`config.mk`:
```
export PLATFORM = sky130hd
export DESIGN_NAME = hp_to_sp_conv
export DESIGN_NICKNAME = d
export VERILOG_FILES = /design/src/rtl/hfp_pkg.sv /design/src/rtl/hfp_classify.sv /design/src/rtl/hfp_lead_one.sv /design/src/rtl/hp_to_sp_conv.sv
export SDC_FILE = /design/constraint.sdc
export NUM_CORES = 1
export LEC_CHECK = 0
export BUFFER_PORTS_ARGS = -buffer_cell sky130_fd_sc_hd__buf_2
export CAP_MARGIN = 20
export CORE_MARGIN = 1
export CORE_UTILIZATION = 54
export CTS_CLUSTER_DIAMETER = 40
export DETAILED_ROUTE_END_ITERATION = 8
export PLACE_DENSITY = 0.92
export SYNTH_ARGS = -nofsm -noshare
export SYNTH_HDL_FRONTEND = slang
export SYNTH_SLANG_ARGS = --single-unit
```
`constraint.sdc`:
```
create_clock -name clk -period 8.35 [get_ports clk]
set_input_delay 0.835 -clock clk [delete_from_list [all_inputs] [get_ports clk]]
set_output_delay 0.835 -clock clk [all_outputs]
set_load 0.01 [all_outputs]
```
`src/rtl/hfp_pkg.sv`:
```
package hfp_pkg;
  typedef enum logic [2:0] {
    CLS_ZERO,
    CLS_SUB,
    CLS_NORM,
    CLS_INF,
    CLS_QNAN,
    CLS_SNAN
  } hcls_e;
endpackage

```
`src/rtl/hfp_classify.sv`:
```
module hfp_classify import hfp_pkg::*; #(
  parameter int EXP_W  = 5,
  parameter int FRAC_W = 10
) (
  input  logic [EXP_W+FRAC_W:0] code,
  input  logic                  alt_mode,
  output hcls_e                 cls,
  output logic                  sign,
  output logic [EXP_W-1:0]      exp_f,
  output logic [FRAC_W-1:0]     frac_f
);
  localparam logic [EXP_W-1:0] EXP_ONES = '1;

  assign sign   = code[EXP_W+FRAC_W];
  assign exp_f  = code[EXP_W+FRAC_W-1:FRAC_W];
  assign frac_f = code[FRAC_W-1:0];

  always_comb begin
    if (exp_f == '0)
      cls = (frac_f == '0) ? CLS_ZERO : CLS_SUB;
    else if (exp_f == EXP_ONES && !alt_mode) begin
      if (frac_f == '0)              cls = CLS_INF;
      else if (frac_f[FRAC_W-1])     cls = CLS_QNAN;
      else                           cls = CLS_SNAN;
    end else
      cls = CLS_NORM;
  end
endmodule

```
`src/rtl/hfp_lead_one.sv`:
```
module hfp_lead_one #(
  parameter int W     = 10,
  parameter int POS_W = (W > 1) ? $clog2(W) : 1
) (
  input  logic [W-1:0]     vec,
  output logic [POS_W-1:0] pos
);
  always_comb begin
    pos = '0;
    for (int i = 0; i < W; i++)
      if (vec[i]) pos = POS_W'(i);
  end

  // the reported position is the highest set bit
  always_comb begin
    if (vec != '0)
      a_r3_lead_found: assert (vec[pos] && ((vec >> pos) == 1));
  end
endmodule

```
`src/rtl/hp_to_sp_conv.sv`:
```
module hp_to_sp_conv import hfp_pkg::*; #(
  parameter int IN_EXP_W   = 5,
  parameter int IN_FRAC_W  = 10,
  parameter int OUT_EXP_W  = 8,
  parameter int OUT_FRAC_W = 23
) (
  input  logic                              clk,
  input  logic                              rst,
  input  logic                              in_valid,
  input  logic                              alt_mode,
  input  logic [IN_EXP_W+IN_FRAC_W:0]       half_in,
  output logic                              out_valid,
  output logic [OUT_EXP_W+OUT_FRAC_W:0]     result,
  output logic                              invalid
);
  localparam int IN_BIAS  = (1 << (IN_EXP_W - 1)) - 1;
  localparam int OUT_BIAS = (1 << (OUT_EXP_W - 1)) - 1;
  localparam int GAP      = OUT_BIAS - IN_BIAS;
  localparam int SUB_BASE = GAP + 1 - IN_FRAC_W;
  localparam int PAD      = OUT_FRAC_W - IN_FRAC_W;
  localparam int POS_W    = $clog2(IN_FRAC_W);
  localparam logic [OUT_EXP_W-1:0] OUT_ONES = '1;

  hcls_e                 cls;
  logic                  h_sign;
  logic [IN_EXP_W-1:0]   h_exp;
  logic [IN_FRAC_W-1:0]  h_frac;
  logic [POS_W-1:0]      lead_pos;
  logic [POS_W:0]        shamt;
  logic [IN_FRAC_W-1:0]  sub_frac;
  logic [OUT_EXP_W-1:0]  norm_exp, sub_exp;
  logic [OUT_EXP_W+OUT_FRAC_W:0] nxt;

  hfp_classify #(.EXP_W(IN_EXP_W), .FRAC_W(IN_FRAC_W)) u_cls (
    .code(half_in), .alt_mode(alt_mode), .cls(cls),
    .sign(h_sign), .exp_f(h_exp), .frac_f(h_frac)
  );

  hfp_lead_one #(.W(IN_FRAC_W), .POS_W(POS_W)) u_lead (
    .vec(h_frac), .pos(lead_pos)
  );

  assign norm_exp = OUT_EXP_W'(h_exp) + OUT_EXP_W'(GAP);
  assign sub_exp  = OUT_EXP_W'(lead_pos) + OUT_EXP_W'(SUB_BASE);
  assign shamt    = (POS_W+1)'(IN_FRAC_W) - {1'b0, lead_pos};
  assign sub_frac = h_frac << shamt;

  always_comb begin
    case (cls)
      CLS_ZERO: nxt = {h_sign, {OUT_EXP_W{1'b0}}, {OUT_FRAC_W{1'b0}}};
      CLS_SUB:  nxt = {h_sign, sub_exp, sub_frac, {PAD{1'b0}}};
      CLS_INF:  nxt = {h_sign, OUT_ONES, {OUT_FRAC_W{1'b0}}};
      CLS_QNAN,
      CLS_SNAN: nxt = {h_sign, OUT_ONES, 1'b1, h_frac[IN_FRAC_W-2:0], {PAD{1'b0}}};
      default:  nxt = {h_sign, norm_exp, h_frac, {PAD{1'b0}}};
    endcase
  end

  always_ff @(posedge clk) begin
    if (rst) begin
      out_valid <= 1'b0;
      invalid   <= 1'b0;
      result    <= '0;
    end else begin
      out_valid <= in_valid;
      invalid   <= in_valid && (cls == CLS_SNAN);
      if (in_valid) result <= nxt;
    end
  end

  a_r8_valid_follows: assert property (@(posedge clk) disable iff (rst)
    in_valid |=> out_valid);
  a_r8_no_spurious_valid: assert property (@(posedge clk) disable iff (rst)
    !in_valid |=> !out_valid);
  a_r9_reset_clears: assert property (@(posedge clk)
    rst |=> (!out_valid && !invalid && result == '0));
  a_r6_invalid_with_result: assert property (@(posedge clk) disable iff (rst)
    invalid |-> out_valid);
  a_r6_no_invalid_alt: assert property (@(posedge clk) disable iff (rst)
    (in_valid && alt_mode) |=> !invalid);
  a_r3_no_denormal_out: assert property (@(posedge clk) disable iff (rst)
    (out_valid && result[OUT_EXP_W+OUT_FRAC_W-1:OUT_FRAC_W] == '0)
      |-> (result[OUT_FRAC_W-1:0] == '0));
  a_r5_nan_quiet: assert property (@(posedge clk) disable iff (rst)
    (out_valid && result[OUT_EXP_W+OUT_FRAC_W-1:OUT_FRAC_W] == OUT_ONES
      && result[OUT_FRAC_W-1:0] != '0) |-> result[OUT_FRAC_W-1]);
  a_r10_hold: assert property (@(posedge clk) disable iff (rst)
    !in_valid |=> $stable(result));
endmodule

```
# --- Word level (Yosys, flattened, before mapping) ---
# Index checks and enable logic that the tools add are counted.
classes:
  eq_ne: 5
  muxes: 15
  reduce_logical: 7
  add_sub_neg: 3
  n_shift: 1
op_table:
  columns: ["operator", "n"]
  rows:
  - ["one-hot mux 31 bit (4 select lines)", 1]
  - ["2-to-1 mux 3 bit", 7]
  - ["zero test 10 bit", 1]
  - ["left shift 10 x 5 -> 10 bit", 1]
  - ["adder 4 x 7 -> 8 bit, second input constant", 1]
  - ["adder 5 x 7 -> 8 bit, second input constant", 1]
  - ["2-to-1 mux 4 bit", 2]
  - ["== test 3 bit, second input constant", 2]
  - ["== test 5 bit, second input constant", 1]
  - ["zero test 5 bit", 1]
  - ["subtractor 4 x 4 -> 5 bit, first input constant", 1]
  - ["2-to-1 mux 2 bit", 2]
  - ["== test 3 x 1 -> 1 bit, second input constant", 1]
  - ["== test 3 x 2 -> 1 bit, second input constant", 1]
  - ["zero test 3 bit", 1]
  - ["2-to-1 mux 1 bit", 3]
  - ["logical AND 1 bit", 2]
  - ["OR reduction 2 bit", 1]
  - ["zero test 1 bit", 1]
word_totals:
  regBits: 34
  out_inout_bits: 34
  wordCells: 34

# --- Logic depth before layout (Yosys ltp) ---
depth:
  word_depth: 12
  mapped_depth: 12
  ltp_nobuf: 11

# --- Hierarchy ---
# Synthesis repeated with hierarchy kept, for this count alone.
hier_totals:
  hier_cells: 219
  area_unflattened_um2: 1749.2
by_module_without_submodules:
  columns: ["module", "cells_each", "area_each_um2", "n_inst"]
  rows:
  - ["hp_to_sp_conv", 178, 1472.7, 1]
  - ["hfp_classify", 29, 203.9, 1]
  - ["hfp_lead_one", 12, 72.6, 1]

# --- Worst setup path after synthesis ---
# Ideal clock, no wire load.
synth_timing:
  path_kind: "input port to flip-flop"
  from: "input half_in[8]"
  to: "register result[21]"
  t_required_ns: 8.262
  slack_ns: 4.990
  arrival_time_ns: 3.272
  stages: 10
  setup_ns: 0.088
  path_buffers: 2
  cell_sequence: "buf_2 -> nor2b_1 -> a2111o_1 -> nand2_1 -> clkinv_1 -> ha_1 -> clkbuf_1 -> a21oi_1 -> or4b_1 -> a311oi_2"
synth_between:
  elab_chain_len: 7
synth_rtl:
  columns: ["item", "line_no", "text"]
  rows:
  - ["start, declared", "hp_to_sp_conv.sv:11", "input logic [IN_EXP_W+IN_FRAC_W:0] half_in,"]
  - ["branches (longest 6 deep; another with subtractor 4 x 4 -> 5 bit)", null, null]
  - ["one-hot mux 31 bit (4 select lines) *", "hp_to_sp_conv.sv:49", "case (cls)"]
  - ["end signal, assigned", "hp_to_sp_conv.sv:67", "if (in_valid) result <= nxt;"]
  - ["end, declared", "hp_to_sp_conv.sv:13", "output logic [OUT_EXP_W+OUT_FRAC_W:0] result,"]
# Every way passes the cells marked *.
# A chain may end at the register's enable or synchronous reset.

# --- Worst setup path in the final report ---
# Same ends and word-level chain as after synthesis.

==> results.py <==
metrics = {
    "route": {
        "wirelength_um": 4140,
        "drt_drc_violations_left": 0,
        "via_count": 1709,
        "detailedRoute.firstPassIterationCount": 4,
        "detail_route.iter0.violations": 87,
        "drt-wirelength-per-cell_um": 15.3,
        "viasPerCell": 6.31,
        "drtAntennaViolNets": 0,
    },
    "critical_path": {
        "timing.critical_path.to_type": "register",
        "crit_arrival_ns": 3.76,
        "cp.required_ns": 8.58,
        "critPathLaunchType": "input pin",
        "crit_path_max_fanout": 12,
        "setup.worst_path.class": "in -> reg",
    },
    "timing": {
        "post_route_minimum_period_ns": 3.53,
        "unrepaired_setup_endpoints_after_global_routing": "no",
        "min_period_over_period_pct": 42.3,
        "timing.setup.tns_ns": 0,
        "report.final.slew_viol_count": 0,
        "timing.fmax_mhz": 283,
        "setup-violations-final": 0,
        "timing.clock.skew_ns": 0,
        "final_critical_path_setup_slack_ns": 4.82,
        "timing_worst_slew_pin_value_ns": 0.780,
        "slew_headroom_pct": 47.5,
        "timing.final.hold_violations": 0,
    },
    "finish": {
        "finish.net_count": 264,
        "layout.cells.most_common": "sky130_fd_sc_hd__buf_2",
        "drive_gt1_share_pct": 21.3,
        "syn2layout_area_growth_pct": 9.06,
        "final_cell_mix": "sky130_fd_sc_hd__buf_2, sky130_fd_sc_hd__nor2_1, sky130_fd_sc_hd__dfxtp_1",
        "antennaDiodeCount": 0,
    },
    "yosys": {
        "yosys.area.top_type": "sky130_fd_sc_hd__dfxtp_1",
        "synth-async-reset-ratio_pct": 0,
        "synth.top_cell.area_share_pct": 25.0,
        "post_synth_inst_count": 212,
        "ys_top_cells_by_area": "sky130_fd_sc_hd__dfxtp_1, sky130_fd_sc_hd__nor2_1, sky130_fd_sc_hd__buf_4, sky130_fd_sc_hd__a21oi_1, sky130_fd_sc_hd__a211oi_1",
        "post_synth.cell_area_avg_um2": 7.56,
        "synth_cell_type_count": 56,
        "sequential_area_share_after_synthesis_pct": 25.0,
        "synth_edf_count": 0,
        "synthesis.area_um2": 1600,
        "postSynth.topFlopCell": "sky130_fd_sc_hd__dfxtp_1",
        "yosys_warnings": 0,
        "synth_seq_cells": 20,
    },
    "clocking": {
        "clock_tree.root_cell": "sky130_fd_sc_hd__clkbuf_4",
        "clock_tree_from_tritoncts": "done",
        "ctsResizeCount": 0,
        "ctsHtreeMaxLevel": 1,
        "clockBufferDepth": 2,
        "insertion_delay_ns": 0.30,
        "numCtsBuffers": 3,
        "clk_pin_slew_worst_paths_ns": 0.11,
        "cts_hold_repair.buffers": 0,
        "cts_sinks": 20,
        "postCtsSetupBuffers": 0,
    },
    "place": {
        "detailedPlace.worstSlack_ns": 4.54,
        "detailed_place_hpwl_um": 3180,
        "place_congestion": 1.01,
        "placement.io_buffers": 40,
    },
    "grt": {
        "global_route.overflow_total": 0,
        "grt_max_degree": 27,
        "grt_antenna_before_repair": 0,
        "grt_pass1_vias": 1444,
        "grt_first_pass_wirelength_um": 6680,
        "aggregate_global_route_resource_usage_pct": 26.2,
    },
    "job": {
        "maxCapViolations": 0,
    },
    "pwr": {
        "pwr_density_cell_nw_per_um2": 131,
        "power.leakage_nw": 0.758,
        "vdd_ir_drop_max_v": 0.000144,
    },
    "floorplan": {
        "floorplan.core_area_um2": 2780,
        "starting_density_of_the_core_pct": 57.6,
        "floorplan.die.height_um": 56.5,
        "core.rowCount": 19,
        "i_o_pin_count": 54,
        "die_area_um2": 3190,
        "die-width_um": 56.5,
    },
    "worst_hold_path": {
        "hold_path_class": "reg -> reg",
    },
    "outcome": {
        "run_status": "completed",
    },
}
cell type report:
class                   instances  area [um2]
multi-input cells             169        1060
fillers                       259        1030
flip-flops and latches         20         400
repair buffers                 40         200
well taps                      31        38.8
inverters                       8        30.0
clock buffers                   3        22.5
synth_stat cells, types with 3 or more instances:
cell,count
sky130_fd_sc_hd__nand3_1,4
sky130_fd_sc_hd__inv_1,6
sky130_fd_sc_hd__a21oi_1,17
sky130_fd_sc_hd__buf_4,15
sky130_fd_sc_hd__o211ai_1,3
sky130_fd_sc_hd__nor2_1,33
sky130_fd_sc_hd__buf_2,3
sky130_fd_sc_hd__dfxtp_1,20
sky130_fd_sc_hd__mux2i_1,3
sky130_fd_sc_hd__clkbuf_1,9
sky130_fd_sc_hd__o21ai_0,4
sky130_fd_sc_hd__nor3_1,5
sky130_fd_sc_hd__a211oi_1,10
sky130_fd_sc_hd__a21o_1,4
sky130_fd_sc_hd__nor4_1,3
sky130_fd_sc_hd__nor2b_1,3
sky130_fd_sc_hd__nand2_1,13
sky130_fd_sc_hd__nand2b_1,3
layer usage:
metal	share of wire [%]	vias to the layer above	track usage [%]
met5	0	-	0
met4	0.70	0	4.53
met3	8.0	4	5.30
met2	48	84	44.2
met1	43	798	35.0
li1	-	823	-
worst paths after layout:
path / slack [ns] / end / cells past startpoint / startpoint
worst max-delay path: 4.82 / result[21]$_SDFFE_PP0P_ / 10 / half_in[8]
worst min-delay path: 0.49 / result[14]$_SDFFE_PP0P_ / 2 / result[14]$_SDFFE_PP0P_
worst max register to register: 7.15 / result[20]$_SDFFE_PP0P_ / 4 / result[20]$_SDFFE_PP0P_
worst min register to register: 0.49 / result[14]$_SDFFE_PP0P_ / 2 / result[14]$_SDFFE_PP0P_
where the power goes:
| part | total, mW | internal, mW | switching, mW |
|---|---|---|---|
| clock network | 0.0460 | 0.0169 | 0.0292 |
| logic | 0.0787 | 0.0278 | 0.0509 |
| registers | 0.105 | 0.102 | 0.00302 |
| total | 0.230 | 0.147 | 0.0831 |
cell families (layout without fill, tap and decap cells):
kind of cell | count (synthesis) | count (layout) | share of synthesized area [%]
buf+inv | 35 | 51 | 11.9
flops | 20 | 20 | 25.0
simple gates | 78 | 78 | 24.4
fa+ha+maj | 2 | 2 | 1.56
mux | 3 | 3 | 1.87
other cells | 1 | 13 | 0.234
xor+xnor | 3 | 3 | 2.11
compound gates | 70 | 70 | 32.9
metrics by stage:
step           hold WS [ns]  instance area, um2  cells  utilization (%)  power (mW)
6_report              0.485                1750    271             62.8       0.230
5_1_grt               0.525                1750    271             62.8       0.241
4_1_cts               0.490                1750    271             62.8       0.229
3_5_place_dp          0.475                1730    268             62.0       0.184
3_3_place_gp          0.462                1730    268             62.0       0.184
2_1_floorplan         0.495                1650    224                -       0.166
state kept, by name, summed over array words and instances, names as in the netlist:
signal / cells
result: 18
out_valid: 1
invalid: 1
critical path, cell delays in order:
cell and delay (ns):
sky130_fd_sc_hd__buf_2 0.21, sky130_fd_sc_hd__nor3b_1 0.12, sky130_fd_sc_hd__nor3_2 0.52, sky130_fd_sc_hd__nand2_1 0.26, sky130_fd_sc_hd__clkinv_1 0.21, sky130_fd_sc_hd__ha_1 0.39
sky130_fd_sc_hd__inv_1 0.31, sky130_fd_sc_hd__a221oi_1 0.12, sky130_fd_sc_hd__or4b_1 0.54, sky130_fd_sc_hd__a311oi_2 0.24
Power figures use the tool's default switching activity.
